## config.mk

```make
export PLATFORM = sky130hd
export DESIGN_NAME = dual_replica_rd
export DESIGN_NICKNAME = d
export VERILOG_FILES = /design/src/rtl/rdsched_pkg.sv /design/src/rtl/rdsched_parchk.sv /design/src/rtl/rdsched_port.sv /design/src/rtl/rdsched_fbcnt.sv /design/src/rtl/dual_replica_rd.sv
export SDC_FILE = /design/constraint.sdc
export NUM_CORES = 1
export LEC_CHECK = 0
export ABC_CLOCK_PERIOD_IN_PS = 3600
export BUFFER_PORTS_ARGS = -buffer_cell sky130_fd_sc_hd__buf_2
export CAP_MARGIN = 0
export CORE_MARGIN = 2
export CORE_UTILIZATION = 50
export CTS_CLUSTER_SIZE = 16
export DETAILED_ROUTE_END_ITERATION = 8
export HOLD_SLACK_MARGIN = 0.1
export PLACE_DENSITY = 0.75
export SYNTH_ARGS = -nofsm -noshare
export SYNTH_HDL_FRONTEND = slang
export SYNTH_HIERARCHICAL = 1
export SYNTH_SLANG_ARGS = --single-unit
```

## constraint.sdc

```tcl
create_clock -name clk -period 3.6 [get_ports clk]
set_clock_uncertainty 0.1 [all_clocks]
set_input_delay 0.18 -clock clk [delete_from_list [all_inputs] [get_ports clk]]
set_output_delay 0.18 -clock clk [all_outputs]
set_load 0.02 [all_outputs]
```

## src/rtl/rdsched_pkg.sv

```systemverilog
package rdsched_pkg;
  typedef enum logic [1:0] {
    ST_IDLE   = 2'd0,
    ST_WAIT_P = 2'd1,
    ST_WAIT_S = 2'd2,
    ST_RESP   = 2'd3
  } rd_state_e;

  localparam int NUM_COPIES = 2;
endpackage

```

## src/rtl/rdsched_parchk.sv

```systemverilog
module rdsched_parchk #(
  parameter int WORD_W = 9
) (
  input  logic [WORD_W-1:0] word,
  output logic              ok
);
  // even parity over data plus parity bit
  assign ok = ~(^word);
endmodule

```

## src/rtl/rdsched_port.sv

```systemverilog
module rdsched_port #(
  parameter int ADDR_W = 10,
  parameter int WORD_W = 9
) (
  input  logic              clk,
  input  logic              rst,
  input  logic              start,
  input  logic [ADDR_W-1:0] start_addr,
  output logic              mem_req_valid,
  input  logic              mem_req_ready,
  output logic [ADDR_W-1:0] mem_req_addr,
  input  logic              mem_rsp_valid,
  input  logic [WORD_W-1:0] mem_rsp_word,
  output logic              busy,
  output logic              done,
  output logic [WORD_W-1:0] word
);
  logic outst;

  always_ff @(posedge clk) begin
    if (rst) begin
      mem_req_valid <= 1'b0;
      mem_req_addr  <= '0;
      outst         <= 1'b0;
      done          <= 1'b0;
      word          <= '0;
    end else begin
      if (start) begin
        mem_req_valid <= 1'b1;
        mem_req_addr  <= start_addr;
        done          <= 1'b0;
      end else if (mem_req_valid && mem_req_ready) begin
        mem_req_valid <= 1'b0;
        outst         <= 1'b1;
      end
      if (outst && mem_rsp_valid) begin
        outst <= 1'b0;
        done  <= 1'b1;
        word  <= mem_rsp_word;
      end
    end
  end

  assign busy = mem_req_valid | outst;

  AST_START_WHEN_IDLE: assert property (@(posedge clk) disable iff (rst)
    start |-> !busy);
  AST_RSP_ONLY_OUTSTANDING: assert property (@(posedge clk) disable iff (rst)
    mem_rsp_valid |-> outst);
  AST_REQ_HELD: assert property (@(posedge clk) disable iff (rst)
    mem_req_valid && !mem_req_ready |=> mem_req_valid && $stable(mem_req_addr));
endmodule

```

## src/rtl/rdsched_fbcnt.sv

```systemverilog
module rdsched_fbcnt #(
  parameter int CNT_W = 16
) (
  input  logic             clk,
  input  logic             rst,
  input  logic             inc,
  output logic [CNT_W-1:0] count
);
  localparam logic [CNT_W-1:0] CNT_MAX = {CNT_W{1'b1}};

  always_ff @(posedge clk) begin
    if (rst)                          count <= '0;
    else if (inc && count != CNT_MAX) count <= count + 1'b1;
  end

  AST_FB_STEP: assert property (@(posedge clk) disable iff (rst)
    inc |=> (count == CNT_W'($past(count) + 1'b1)) || ($past(count) == CNT_MAX));
  AST_FB_HOLD: assert property (@(posedge clk) disable iff (rst)
    !inc |=> $stable(count));
endmodule

```

## src/rtl/dual_replica_rd.sv

```systemverilog
module dual_replica_rd #(
  parameter int DATA_W   = 8,
  parameter int ADDR_W   = 10,
  parameter int DEFECT_W = 6,
  parameter int FB_CNT_W = 16
) (
  input  logic                clk,
  input  logic                rst,
  input  logic                req_valid,
  output logic                req_ready,
  input  logic [ADDR_W-1:0]   req_addr_a,
  input  logic [ADDR_W-1:0]   req_addr_b,
  input  logic [DEFECT_W-1:0] req_defects_a,
  input  logic [DEFECT_W-1:0] req_defects_b,
  input  logic                req_replicated,
  input  logic                mode_eager,
  output logic                rsp_valid,
  input  logic                rsp_ready,
  output logic [DATA_W-1:0]   rsp_data,
  output logic                rsp_uncorr,
  output logic                a_req_valid,
  input  logic                a_req_ready,
  output logic [ADDR_W-1:0]   a_req_addr,
  input  logic                a_rsp_valid,
  input  logic [DATA_W:0]     a_rsp_word,
  output logic                b_req_valid,
  input  logic                b_req_ready,
  output logic [ADDR_W-1:0]   b_req_addr,
  input  logic                b_rsp_valid,
  input  logic [DATA_W:0]     b_rsp_word,
  output logic [FB_CNT_W-1:0] fallback_count
);
  import rdsched_pkg::*;
  localparam int WORD_W = DATA_W + 1;

  rd_state_e   state;
  logic        prim_sel, repl_q, eager_q;
  logic [ADDR_W-1:0] addr_q   [NUM_COPIES];
  logic [ADDR_W-1:0] addr_in  [NUM_COPIES];
  logic [ADDR_W-1:0] q_addr   [NUM_COPIES];
  logic [WORD_W-1:0] rsp_w    [NUM_COPIES];
  logic [WORD_W-1:0] word_q   [NUM_COPIES];
  logic [NUM_COPIES-1:0] q_ready, q_valid, r_valid, start, busy, done, ok;

  logic accept, prim_next, lazy_fetch, fb_inc;

  assign addr_in[0] = req_addr_a;
  assign addr_in[1] = req_addr_b;
  assign q_ready    = {b_req_ready, a_req_ready};
  assign r_valid    = {b_rsp_valid, a_rsp_valid};
  assign rsp_w[0]   = a_rsp_word;
  assign rsp_w[1]   = b_rsp_word;
  assign a_req_valid = q_valid[0];
  assign b_req_valid = q_valid[1];
  assign a_req_addr  = q_addr[0];
  assign b_req_addr  = q_addr[1];

  assign req_ready  = (state == ST_IDLE) && !(|busy);
  assign accept     = req_valid && req_ready;
  assign prim_next  = req_replicated && (req_defects_b < req_defects_a);
  assign lazy_fetch = (state == ST_WAIT_P) && done[prim_sel] && !ok[prim_sel]
                      && repl_q && !eager_q;
  assign fb_inc     = (state == ST_WAIT_P) && done[prim_sel] && !ok[prim_sel] && repl_q;

  for (genvar i = 0; i < NUM_COPIES; i++) begin : g_copy
    assign start[i] = (accept && ((prim_next == 1'(i)) || (req_replicated && mode_eager)))
                    || (lazy_fetch && (prim_sel != 1'(i)));

    rdsched_port #(.ADDR_W(ADDR_W), .WORD_W(WORD_W)) u_port (
      .clk          (clk),
      .rst          (rst),
      .start        (start[i]),
      .start_addr   (accept ? addr_in[i] : addr_q[i]),
      .mem_req_valid(q_valid[i]),
      .mem_req_ready(q_ready[i]),
      .mem_req_addr (q_addr[i]),
      .mem_rsp_valid(r_valid[i]),
      .mem_rsp_word (rsp_w[i]),
      .busy         (busy[i]),
      .done         (done[i]),
      .word         (word_q[i])
    );

    rdsched_parchk #(.WORD_W(WORD_W)) u_par (
      .word(word_q[i]),
      .ok  (ok[i])
    );
  end

  always_ff @(posedge clk) begin
    if (rst) begin
      state      <= ST_IDLE;
      prim_sel   <= 1'b0;
      repl_q     <= 1'b0;
      eager_q    <= 1'b0;
      addr_q[0]  <= '0;
      addr_q[1]  <= '0;
      rsp_valid  <= 1'b0;
      rsp_data   <= '0;
      rsp_uncorr <= 1'b0;
    end else begin
      unique case (state)
        ST_IDLE: if (accept) begin
          prim_sel  <= prim_next;
          repl_q    <= req_replicated;
          eager_q   <= mode_eager;
          addr_q[0] <= req_addr_a;
          addr_q[1] <= req_addr_b;
          state     <= ST_WAIT_P;
        end
        ST_WAIT_P: if (done[prim_sel]) begin
          if (ok[prim_sel] || !repl_q) begin
            rsp_data   <= word_q[prim_sel][DATA_W-1:0];
            rsp_uncorr <= !ok[prim_sel];
            rsp_valid  <= 1'b1;
            state      <= ST_RESP;
          end else begin
            state <= ST_WAIT_S;
          end
        end
        ST_WAIT_S: if (done[!prim_sel]) begin
          rsp_data   <= word_q[!prim_sel][DATA_W-1:0];
          rsp_uncorr <= !ok[!prim_sel];
          rsp_valid  <= 1'b1;
          state      <= ST_RESP;
        end
        ST_RESP: if (rsp_ready) begin
          rsp_valid <= 1'b0;
          state     <= ST_IDLE;
        end
        default: state <= ST_IDLE;
      endcase
    end
  end

  rdsched_fbcnt #(.CNT_W(FB_CNT_W)) u_fbcnt (
    .clk  (clk),
    .rst  (rst),
    .inc  (fb_inc),
    .count(fallback_count)
  );

  AST_READY_EXCLUDES_RSP: assert property (@(posedge clk) disable iff (rst)
    req_ready |-> !rsp_valid);
  AST_RSP_STABLE: assert property (@(posedge clk) disable iff (rst)
    rsp_valid && !rsp_ready |=> rsp_valid && $stable(rsp_data) && $stable(rsp_uncorr));
  AST_LAZY_ONE_CHANNEL: assert property (@(posedge clk) disable iff (rst)
    accept && !mode_eager |=> $countones({a_req_valid, b_req_valid}) == 1);
  AST_EAGER_BOTH: assert property (@(posedge clk) disable iff (rst)
    accept && mode_eager && req_replicated |=> a_req_valid && b_req_valid);
  AST_PLAIN_ONLY_A: assert property (@(posedge clk) disable iff (rst)
    accept && !req_replicated |=> a_req_valid && !b_req_valid);
endmodule

```

==> impl_metrics.ini, run 1 <==
[outcome]
status = completed

[critical_path]
critical_path.cell_chain = xor2_1 -> xnor3_1 -> xnor2_1 -> mux2i_1 -> nand3_1 -> nor2_1 -> nand2_1 -> nor4bb_1 -> mux2_2
path_class = reg -> reg
cp_slowest_cell = xnor3_1
critPathArrivalTime_ns = 3.44
critPathLaunchType = register
max_stage_delay_ns = 0.47
crit_family = simple AND/OR/NAND/NOR gates
cp_num_buf_inv = 0
cp_data_required_time_ns = 3.74
path_max_fanout = 11
worstSetupEndpointType = register

[floorplan]
boundaryPins = 109
dieHeight_um = 103
die_w_um = 103
rows = 36
start_util_pct = 50.6
dieArea_um2 = 10600
placeableCoreArea_um2 = 9640

[cells_and_area]
stdcell_count = 794
drive_above_1_share_pct = 22.5
n_antenna_cell = 0
num-nets-final = 726
area_growth_pct = 24.9
post-route-cell-area_um2 = 6090

[logic_synthesis]
yosys.area.top_type = dfxtp_1
synth-edff-count = 20
synth_area_per_cell_um2 = 9.36
synth_area_leaders = dfxtp_1, edfxtp_1, mux2i_1
synth.distinct_cells = 58
yosysSeqAreaShare_pct = 43.1
synth_cells = 521
mappedNetlistArea_um2 = 4880
yosysWarnings = 6
synth_top_area_share_pct = 30.8
synthArstFlopShare_pct = 0
synth_ff_type = dfxtp_1
synth.net_count = 591
ys_seq_elements = 95

[routing]
route.detailed.drc = 0
firstDrtPassIters = 4
avgRoutedWirePerCell_um = 14.7
vias = 4191
drt_iter0_drc = 171
viasPerCell = 5.28
routed_wl_mm = 11.7
ant_nets = 0

[sta]
rsz0062_at_grt = false
whs_ns = 0.128
period_share_pct = 91.8
tns_ns = 0
worst_pin_slew_ns = 1.19
max-slew-margin-rel_pct = 20.6
layout_min_cycle_time_ns = 3.30
fmax_ghz = 0.303
finalMaxSlewViolations = 0
hold_viol_final = 0
setup_viol = 0
setup_slack_ns = 0.297

[power_and_ir_drop]
power.switching_uw = 979
swShare_pct = 32.1
pwr-share-seq_pct = 43.4
ir_drop_mv = 0.319
power.internal_mw = 2.07
clkPwrFrac_pct = 25.8
power_density_nw_per_um2 = 500
p_leak_nw = 2.67
comb_power_share_pct = 30.8

[placed_design]
dp_slack_ns = 0.424
routabilityCongestion = 0.859
placed_cell_area_um2 = 5450
place_hpwl_mm = 7.98
dp_cells = 736
io_buffer_count = 108

[clocking]
cts_max_level = 3
clock_sinks = 95
max-clock-path-buffers = 2
cts.root.buffer_cell = clkbuf_8
clk_pin_slew_ns = 0.08
clk_latency_ns = 0.35
cts_tree = built
cts_buffers = 9

[grt]
grt_pass1_vias = 3912
antenna_found_initial = 1
grt_pass1_wl_mm = 18.2
overflow = 0
grt_max_degree = 53
track_usage_pct = 21.9

[worst_hold_path]
hold_class = in -> reg

[job]
maxCapViolCount = 0
-- what timing repair did --
item / 4_1_cts / 5_1_grt
hold buffers: 42 / 0
hold endpoints to repair: 63 / 0
gates resized for setup: 0 / 0
setup buffers: 0 / 0
-- metal layers --
| metal | track usage (%) | wire, um | vias to the layer above |
|---|---|---|---|
| li1 | - | - | 2106 |
| met1 | 28.5 | 5180 | 1962 |
| met2 | 36.1 | 5630 | 106 |
| met3 | 4.34 | 632 | 17 |
| met4 | 8.20 | 223 | 0 |
| met5 | 0 | 0 | - |
-- synth_stat cells (all sizes together), types with 2 or more instances --
cell type and instances:
or2 2, o31ai 6, o21ai 8, and2 21, a211o 9, nor2b 2
inv 16, nor2 30, buf 19, nand3b 2, or4 7, edfxtp 20
clkbuf 13, o211ai 2, xor2 4, nand2b 11, nand2 85, a21o 3
ha 10, dfxtp 75, nand3 26, xnor2 11, nand4bb 2, nand4b 9
or3 3, o221ai 2, a21oi 39, nor4 4, mux2i 32, nor3 5
mux2 2, nand4 4, o41ai 2, a21bo 18, and4 3, xnor3 2
-- flip-flops by register name (all words and copies together) (netlist names), 2 cells and up --
register	flops
addr_q	20
g_copy.u_port/mem_req_addr	20
g_copy.u_port/word	18
u_fbcnt/count	16
rsp_data	8
g_copy.u_port/done	2
g_copy.u_port/mem_req_valid	2
g_copy.u_port/outst	2
state	2
-- worst register-to-register path, cell delays in order (launching register included) --
cell      delay [ns]
dfxtp_1         0.39
xor2_1          0.21
xnor3_1         0.47
xnor2_1         0.16
mux2i_1         0.24
nand3_1         0.21
nor2_1          0.38
nand2_1         0.31
nor4bb_1        0.37
mux2_2          0.37
-- worst paths after layout --
kind / end / slack, ns / depth (start not counted) / from
worst min register to register: eager_q / 0.38 / 2 / eager_q
worst min-delay path: rsp_valid / 0.13 / 3 / rsp_ready
worst max-delay path: u_fbcnt/count[11] / 0.30 / 9 / g_copy[0].u_port/word[4]
worst max register to register: u_fbcnt/count[11] / 0.30 / 9 / g_copy[0].u_port/word[4]
-- area by class of cell --
cell class,count,area (um2)
Tap cell,133,166
Clock buffer,13,160
Sequential cell,95,2100
Timing Repair Buffer,156,1010
Inverter,16,60.1
Multi-Input combinational cell,378,2530
Fill cell,851,3550
Clock inverter,3,65.1
-- power groups by stage --
stage	Combinational (mW)	Clock, mW	Sequential [mW]
global route	1.03	0.847	1.34
finish	0.939	0.786	1.32
detailed placement	0.901	0	1.34
CTS	0.942	0.803	1.32
global placement	0.879	0	1.34
floorplan	0.631	0	1.38
-- cells by family (layout without fill, tap and decap cells) --
family | after synthesis | in the layout | share of synthesized area [%]
simple gates | 220 | 220 | 23.8
compound gates | 97 | 97 | 14.7
flops | 95 | 95 | 43.1
buf+inv | 48 | 188 | 5.00
mux | 34 | 34 | 7.03
xor+xnor | 17 | 17 | 3.77
fa+ha+maj | 10 | 10 | 2.56
-- placed cells by master (no fill, tap or decap), drive strengths merged, types with 4 or more instances in the layout --
master	count
a21oi	39
ha	10
nand2b	11
nor2	30
mux2i	32
dlygate4sd3	42
nand4	4
clkbuf	13
dfxtp	75
a21bo	18
nand4b	9
inv	16
edfxtp	20
o21ai	8
buf	114
nand3	26
and2	21
o31ai	6
a211o	9
nand2	85
nor4	4
or4	7
xnor2	11
xor2	4
nor3	5
-- per-stage QoR --
step	total power, mW	utilization [%]
after detailed placement	2.25	56.5
after global routing	3.21	63.2
after floorplan	2.01	-
final	3.05	63.2
after global placement	2.22	56.5
after CTS	3.07	63.2
Note: power is estimated with default switching activity, not from simulation.
==> run 2, diff against run 1 <==
--- a/config.mk
+++ b/config.mk
@@ -13,7 +13,7 @@
 export CTS_CLUSTER_SIZE = 16
 export DETAILED_ROUTE_END_ITERATION = 8
 export HOLD_SLACK_MARGIN = 0.1
-export PLACE_DENSITY = 0.75
+export PLACE_DENSITY_LB_ADDON = 0.2
 export SYNTH_ARGS = -nofsm -noshare
 export SYNTH_HDL_FRONTEND = slang
 export SYNTH_HIERARCHICAL = 1
==> impl_metrics.ini, run 2 (same netlist as run 1, synthesis figures left out) <==
[floorplan]
dieArea_um2 = 10600
start_util_pct = 50.6
die_w_um = 103
rows = 36
dieHeight_um = 103
placeableCoreArea_um2 = 9640
boundaryPins = 109

[routing]
routed_wl_mm = 11.6
drt_iter0_drc = 182
firstDrtPassIters = 4
viasPerCell = 5.33
ant_nets = 0
vias = 4234
avgRoutedWirePerCell_um = 14.5
route.detailed.drc = 0

[grt]
overflow = 0
grtUsageMet1_pct = 28.8
grt_most_used_layer = met2
grt_pass1_vias = 4019
grt_pass1_wl_mm = 18.5
grt_use_met2_pct = 37.8
antenna_found_initial = 0
grt_max_degree = 60
track_usage_pct = 22.1
grtUsageMet3_pct = 3.80

[sta]
max-slew-margin-rel_pct = 19.8
finalMaxSlewViolations = 0
period_share_pct = 90.5
worst_pin_slew_ns = 1.20
tns_ns = 0
fmax_ghz = 0.307
rsz0062_at_grt = false
layout_min_cycle_time_ns = 3.26
setup_viol = 0
hold_viol_final = 0

[cells_and_area]
n_antenna_cell = 0
finish.utilization_pct = 63.2
area_growth_pct = 24.9
final_common_cell = buf_2
multi_input_area_um2 = 2530
fill_cells = 822
num-nets-final = 727
drive_above_1_share_pct = 22.5
seq_area_um2 = 2100
largestRegisters = addr_q x20, g_copy.u_port/mem_req_addr x20, g_copy.u_port/word x18
most-common-layout-cells = buf_2, nand2_1, dfxtp_1

[power_and_ir_drop]
power_density_nw_per_um2 = 497
ir_drop_mv = 0.242
p_leak_nw = 2.67

[outcome]
status = completed

[placed_design]
io_buffer_count = 108
place_hpwl_mm = 7.68
routabilityCongestion = 0.866

[job]
maxCapViolCount = 0

[critical_path]
critPathArrivalTime_ns = 3.40
worstSetupEndpointType = register
cp_data_required_time_ns = 3.74
path_max_fanout = 11
path_class = reg -> reg
critPathLaunchType = register

[clocking]
clk_latency_ns = 0.35
cts_max_level = 3
clock_sinks = 95
cts.root.buffer_cell = clkbuf_8
max-clock-path-buffers = 2
clk_pin_slew_ns = 0.09
cts_buffers = 9
cts_tree = built
cts_setup_buffers = 0

[worst_hold_path]
hold_class = in -> reg
-- run 2: cell count changes in the layout (fill, tap and decap cells not counted), sizes merged --
| cell | change |
|---|---|
| dlygate4sd3 | +1 |
| inv | +1 |
| clkinv | -1 |
-- run 2: worst max-delay path: stages (launching register included) --
cell,delay [ns]
dfxtp_1,0.38
xor2_1,0.17
xnor3_1,0.42
xnor2_1,0.16
mux2i_1,0.23
nand3_1,0.21
nor2_1,0.40
nand2_1,0.32
nor4bb_1,0.39
mux2_2,0.37
-- run 2: cell type report --
cell class / instances / area share [%]
flip-flops and latches: 95 / 34.5
clock inverters: 3 / 1.09
inverters: 16 / 0.986
multi-input cells: 378 / 41.6
well taps: 133 / 2.73
clock buffers: 13 / 2.44
repair buffers: 157 / 16.7
-- run 2: routing by layer --
layer	up-vias	wire [um]
met5	-	0
met2	108	5620
li1	2108	-
met1	2003	5270
met4	0	170
met3	15	489
-- run 2: worst paths after layout --
| check | from | endpoint | slack [ns] | cells after the start |
|---|---|---|---|---|
| max | g_copy[0].u_port/word[4] | u_fbcnt/count[11] | 0.34 | 9 |
| min | a_rsp_valid | g_copy[0].u_port/done | 0.17 | 3 |
| max reg2reg | g_copy[0].u_port/word[4] | u_fbcnt/count[11] | 0.34 | 9 |
| min reg2reg | eager_q | eager_q | 0.39 | 2 |
-- run 2: what timing repair did --
item,in CTS,in global routing
endpoints found under the hold margin,62,0
hold buffers,43,0
resized for setup,0,0
-- run 2: metrics by stage --
stage	total power, mW	cells	worst slack (ns)	area [um2]	hold WS [ns]
after global placement	2.22	736	0.565	5450	0.358
after global routing	3.21	795	0.0635	6090	0.166
after detailed placement	2.24	736	0.382	5450	0.364
final	3.03	795	0.342	6090	0.167
after CTS	3.06	795	0.325	6090	0.132
after floorplan	2.01	521	0.879	4880	0.149
-- run 2: where the power goes --
group          internal (mW)  switching, mW  leakage [nW]  total (mW)
Clock                  0.413          0.356         0.108       0.769
Combinational          0.394          0.542          1.74       0.936
Sequential              1.24         0.0811         0.821        1.32
Total                   2.05          0.980          2.67        3.03
==> run 3, diff against run 2 <==
--- a/config.mk
+++ b/config.mk
@@ -5,7 +5,6 @@
 export SDC_FILE = /design/constraint.sdc
 export NUM_CORES = 1
 export LEC_CHECK = 0
-export ABC_CLOCK_PERIOD_IN_PS = 3600
 export BUFFER_PORTS_ARGS = -buffer_cell sky130_fd_sc_hd__buf_2
 export CAP_MARGIN = 0
 export CORE_MARGIN = 2
@@ -13,7 +12,7 @@
 export CTS_CLUSTER_SIZE = 16
 export DETAILED_ROUTE_END_ITERATION = 8
 export HOLD_SLACK_MARGIN = 0.1
-export PLACE_DENSITY_LB_ADDON = 0.2
+export PLACE_DENSITY = 0.86
 export SYNTH_ARGS = -nofsm -noshare
 export SYNTH_HDL_FRONTEND = slang
 export SYNTH_HIERARCHICAL = 1
==> impl_metrics.ini, run 3 (same netlist as run 1, synthesis figures left out) <==
[routing]
route.detailed.drc = 0
firstDrtPassIters = 4
viasPerCell = 5.42
avgRoutedWirePerCell_um = 15.7
vias = 4322
drt_iter0_drc = 173
ant_nets = 0
routed_wl_mm = 12.5

[cells_and_area]
final_common_cell = buf_2
largestRegisters = addr_q x20, g_copy.u_port/mem_req_addr x20, g_copy.u_port/word x18
drive_above_1_share_pct = 23.0
post-route-cell-area_um2 = 6090
fill_cells = 798
most-common-layout-cells = buf_2, nand2_1, dfxtp_1
area_growth_pct = 24.8
num-nets-final = 729
n_antenna_cell = 0
stdcell_count = 797

[power_and_ir_drop]
swShare_pct = 34.5
p_leak_nw = 2.67
power.internal_mw = 1.97
pwr-share-seq_pct = 44.1
comb_power_share_pct = 32.1
power_mw = 3.00
clkPwrFrac_pct = 23.9
ir_drop_mv = 0.316
power.switching_mw = 1.04
power_density_nw_per_um2 = 493

[clocking]
cts_buffers = 9
cts_max_level = 3
max-clock-path-buffers = 2
cts.root.buffer_cell = clkbuf_8
clock_sinks = 95
cts_tree = built
clk_latency_ns = 0.36
clk_pin_slew_ns = 0.10

[worst_hold_path]
holdPathEnd = eager_q
hold_class = in -> reg
min_path_cells = 4
holdCritStartpoint = req_valid

[floorplan]
rows = 36
boundaryPins = 109
placeableCoreArea_um2 = 9640
die_w_um = 103
start_util_pct = 50.6
dieHeight_um = 103
dieArea_um2 = 10600

[critical_path]
path_class = reg -> reg
reg2reg_from = g_copy[1].u_port/word[7]
r2r-end = u_fbcnt/count[11]
path_max_fanout = 11
critPathLaunchType = register
ff2ff_path_depth = 10
worstSetupEndpointType = register
critPathArrivalTime_ns = 3.22
ff2ff_setup_slack_ns = 0.54
cp_data_required_time_ns = 3.76

[sta]
finalMaxSlewViolations = 0
hold_viol_final = 0
setup_viol = 0
period_share_pct = 85.0
tns_ns = 0
fmax_ghz = 0.327
worst_pin_slew_ns = 1.24
layout_min_cycle_time_ns = 3.06
setup_slack_ns = 0.541
max-slew-margin-rel_pct = 16.9
rsz0062_at_grt = false

[placed_design]
place_hpwl_mm = 8.17
routabilityCongestion = 0.841
placed_cell_area_um2 = 5460
dp_slack_ns = 0.570
io_buffer_count = 108
dp_cells = 738

[grt]
overflow = 0
antenna_found_initial = 0
track_usage_pct = 23.7
grt_max_degree = 53
grt_pass1_vias = 4241
grt_pass1_wl_mm = 19.8

[outcome]
status = completed

[job]
maxCapViolCount = 0
[run 3: changes by cell type in the layout (fill, tap and decap cells not counted)]
| cell | delta |
|---|---|
| clkbuf_1 | -2 |
| inv_6 | +1 |
| clkbuf_8 | -1 |
| buf_4 | +2 |
| clkinv_2 | +1 |
| inv_4 | -1 |
| bufinv_16 | -1 |
| clkinv_4 | +3 |
[run 3: area by class of cell]
class / instances / area, um2 / share of cell area, %
well taps: 133 / 166 / 2.73
flip-flops and latches: 95 / 2100 / 34.5
inverters: 16 / 60.1 / 0.986
repair buffers: 159 / 1030 / 16.9
clock buffers: 10 / 128 / 2.10
clock inverters: 6 / 70.1 / 1.15
multi-input cells: 378 / 2530 / 41.6
[run 3: power groups by stage]
stage / sequential (mW) / clock [mW] / combinational (mW)
after global routing: 1.34 / 0.772 / 1.05
final: 1.32 / 0.716 / 0.964
after detailed placement: 1.35 / 0 / 0.917
after global placement: 1.34 / 0 / 0.888
after CTS: 1.32 / 0.732 / 0.957
after floorplan: 1.38 / 0 / 0.631
[run 3: worst max-delay path by stage]
stage	startpoint	to	slack (ns)
after floorplan	g_copy[1].u_port/word[7]	u_fbcnt/count[9]	0.88
after global placement	g_copy[1].u_port/word[7]	u_fbcnt/count[11]	0.69
after detailed placement	g_copy[1].u_port/word[7]	u_fbcnt/count[11]	0.57
after CTS	g_copy[1].u_port/word[7]	u_fbcnt/count[11]	0.57
after global routing	g_copy[0].u_port/word[7]	u_fbcnt/count[11]	0.31
final	g_copy[1].u_port/word[7]	u_fbcnt/count[11]	0.54
[run 3: stage by stage]
stage,util (%),hold WS [ns]
floorplan,-,0.149
detailed placement,56.7,0.356
CTS,63.2,0.128
finish,63.2,0.147
global placement,56.7,0.354
global route,63.2,0.158
[run 3: worst max-delay path, cell delays in order, from the launching register on]
cell and delay (ns):
dfxtp_1 0.39, xor2_1 0.16, xnor3_1 0.43, xnor2_1 0.15, mux2i_1 0.26, nand3_1 0.21
nor2_1 0.15, buf_4 0.16, nand2_1 0.21, nor4bb_1 0.36, mux2_2 0.37
[run 3: layer usage]
layer	global-route usage, %	share of wire (%)
met1	28.6	43
met2	42.2	50
met3	4.54	5.2
met4	8.70	2.3
met5	0	0
[run 3: repair_timing]
item,in CTS,in global routing
hold buffers,43,0
gates resized for setup,0,0
setup buffers,0,0
hold endpoints to repair,65,0
setup endpoints to repair,0,0
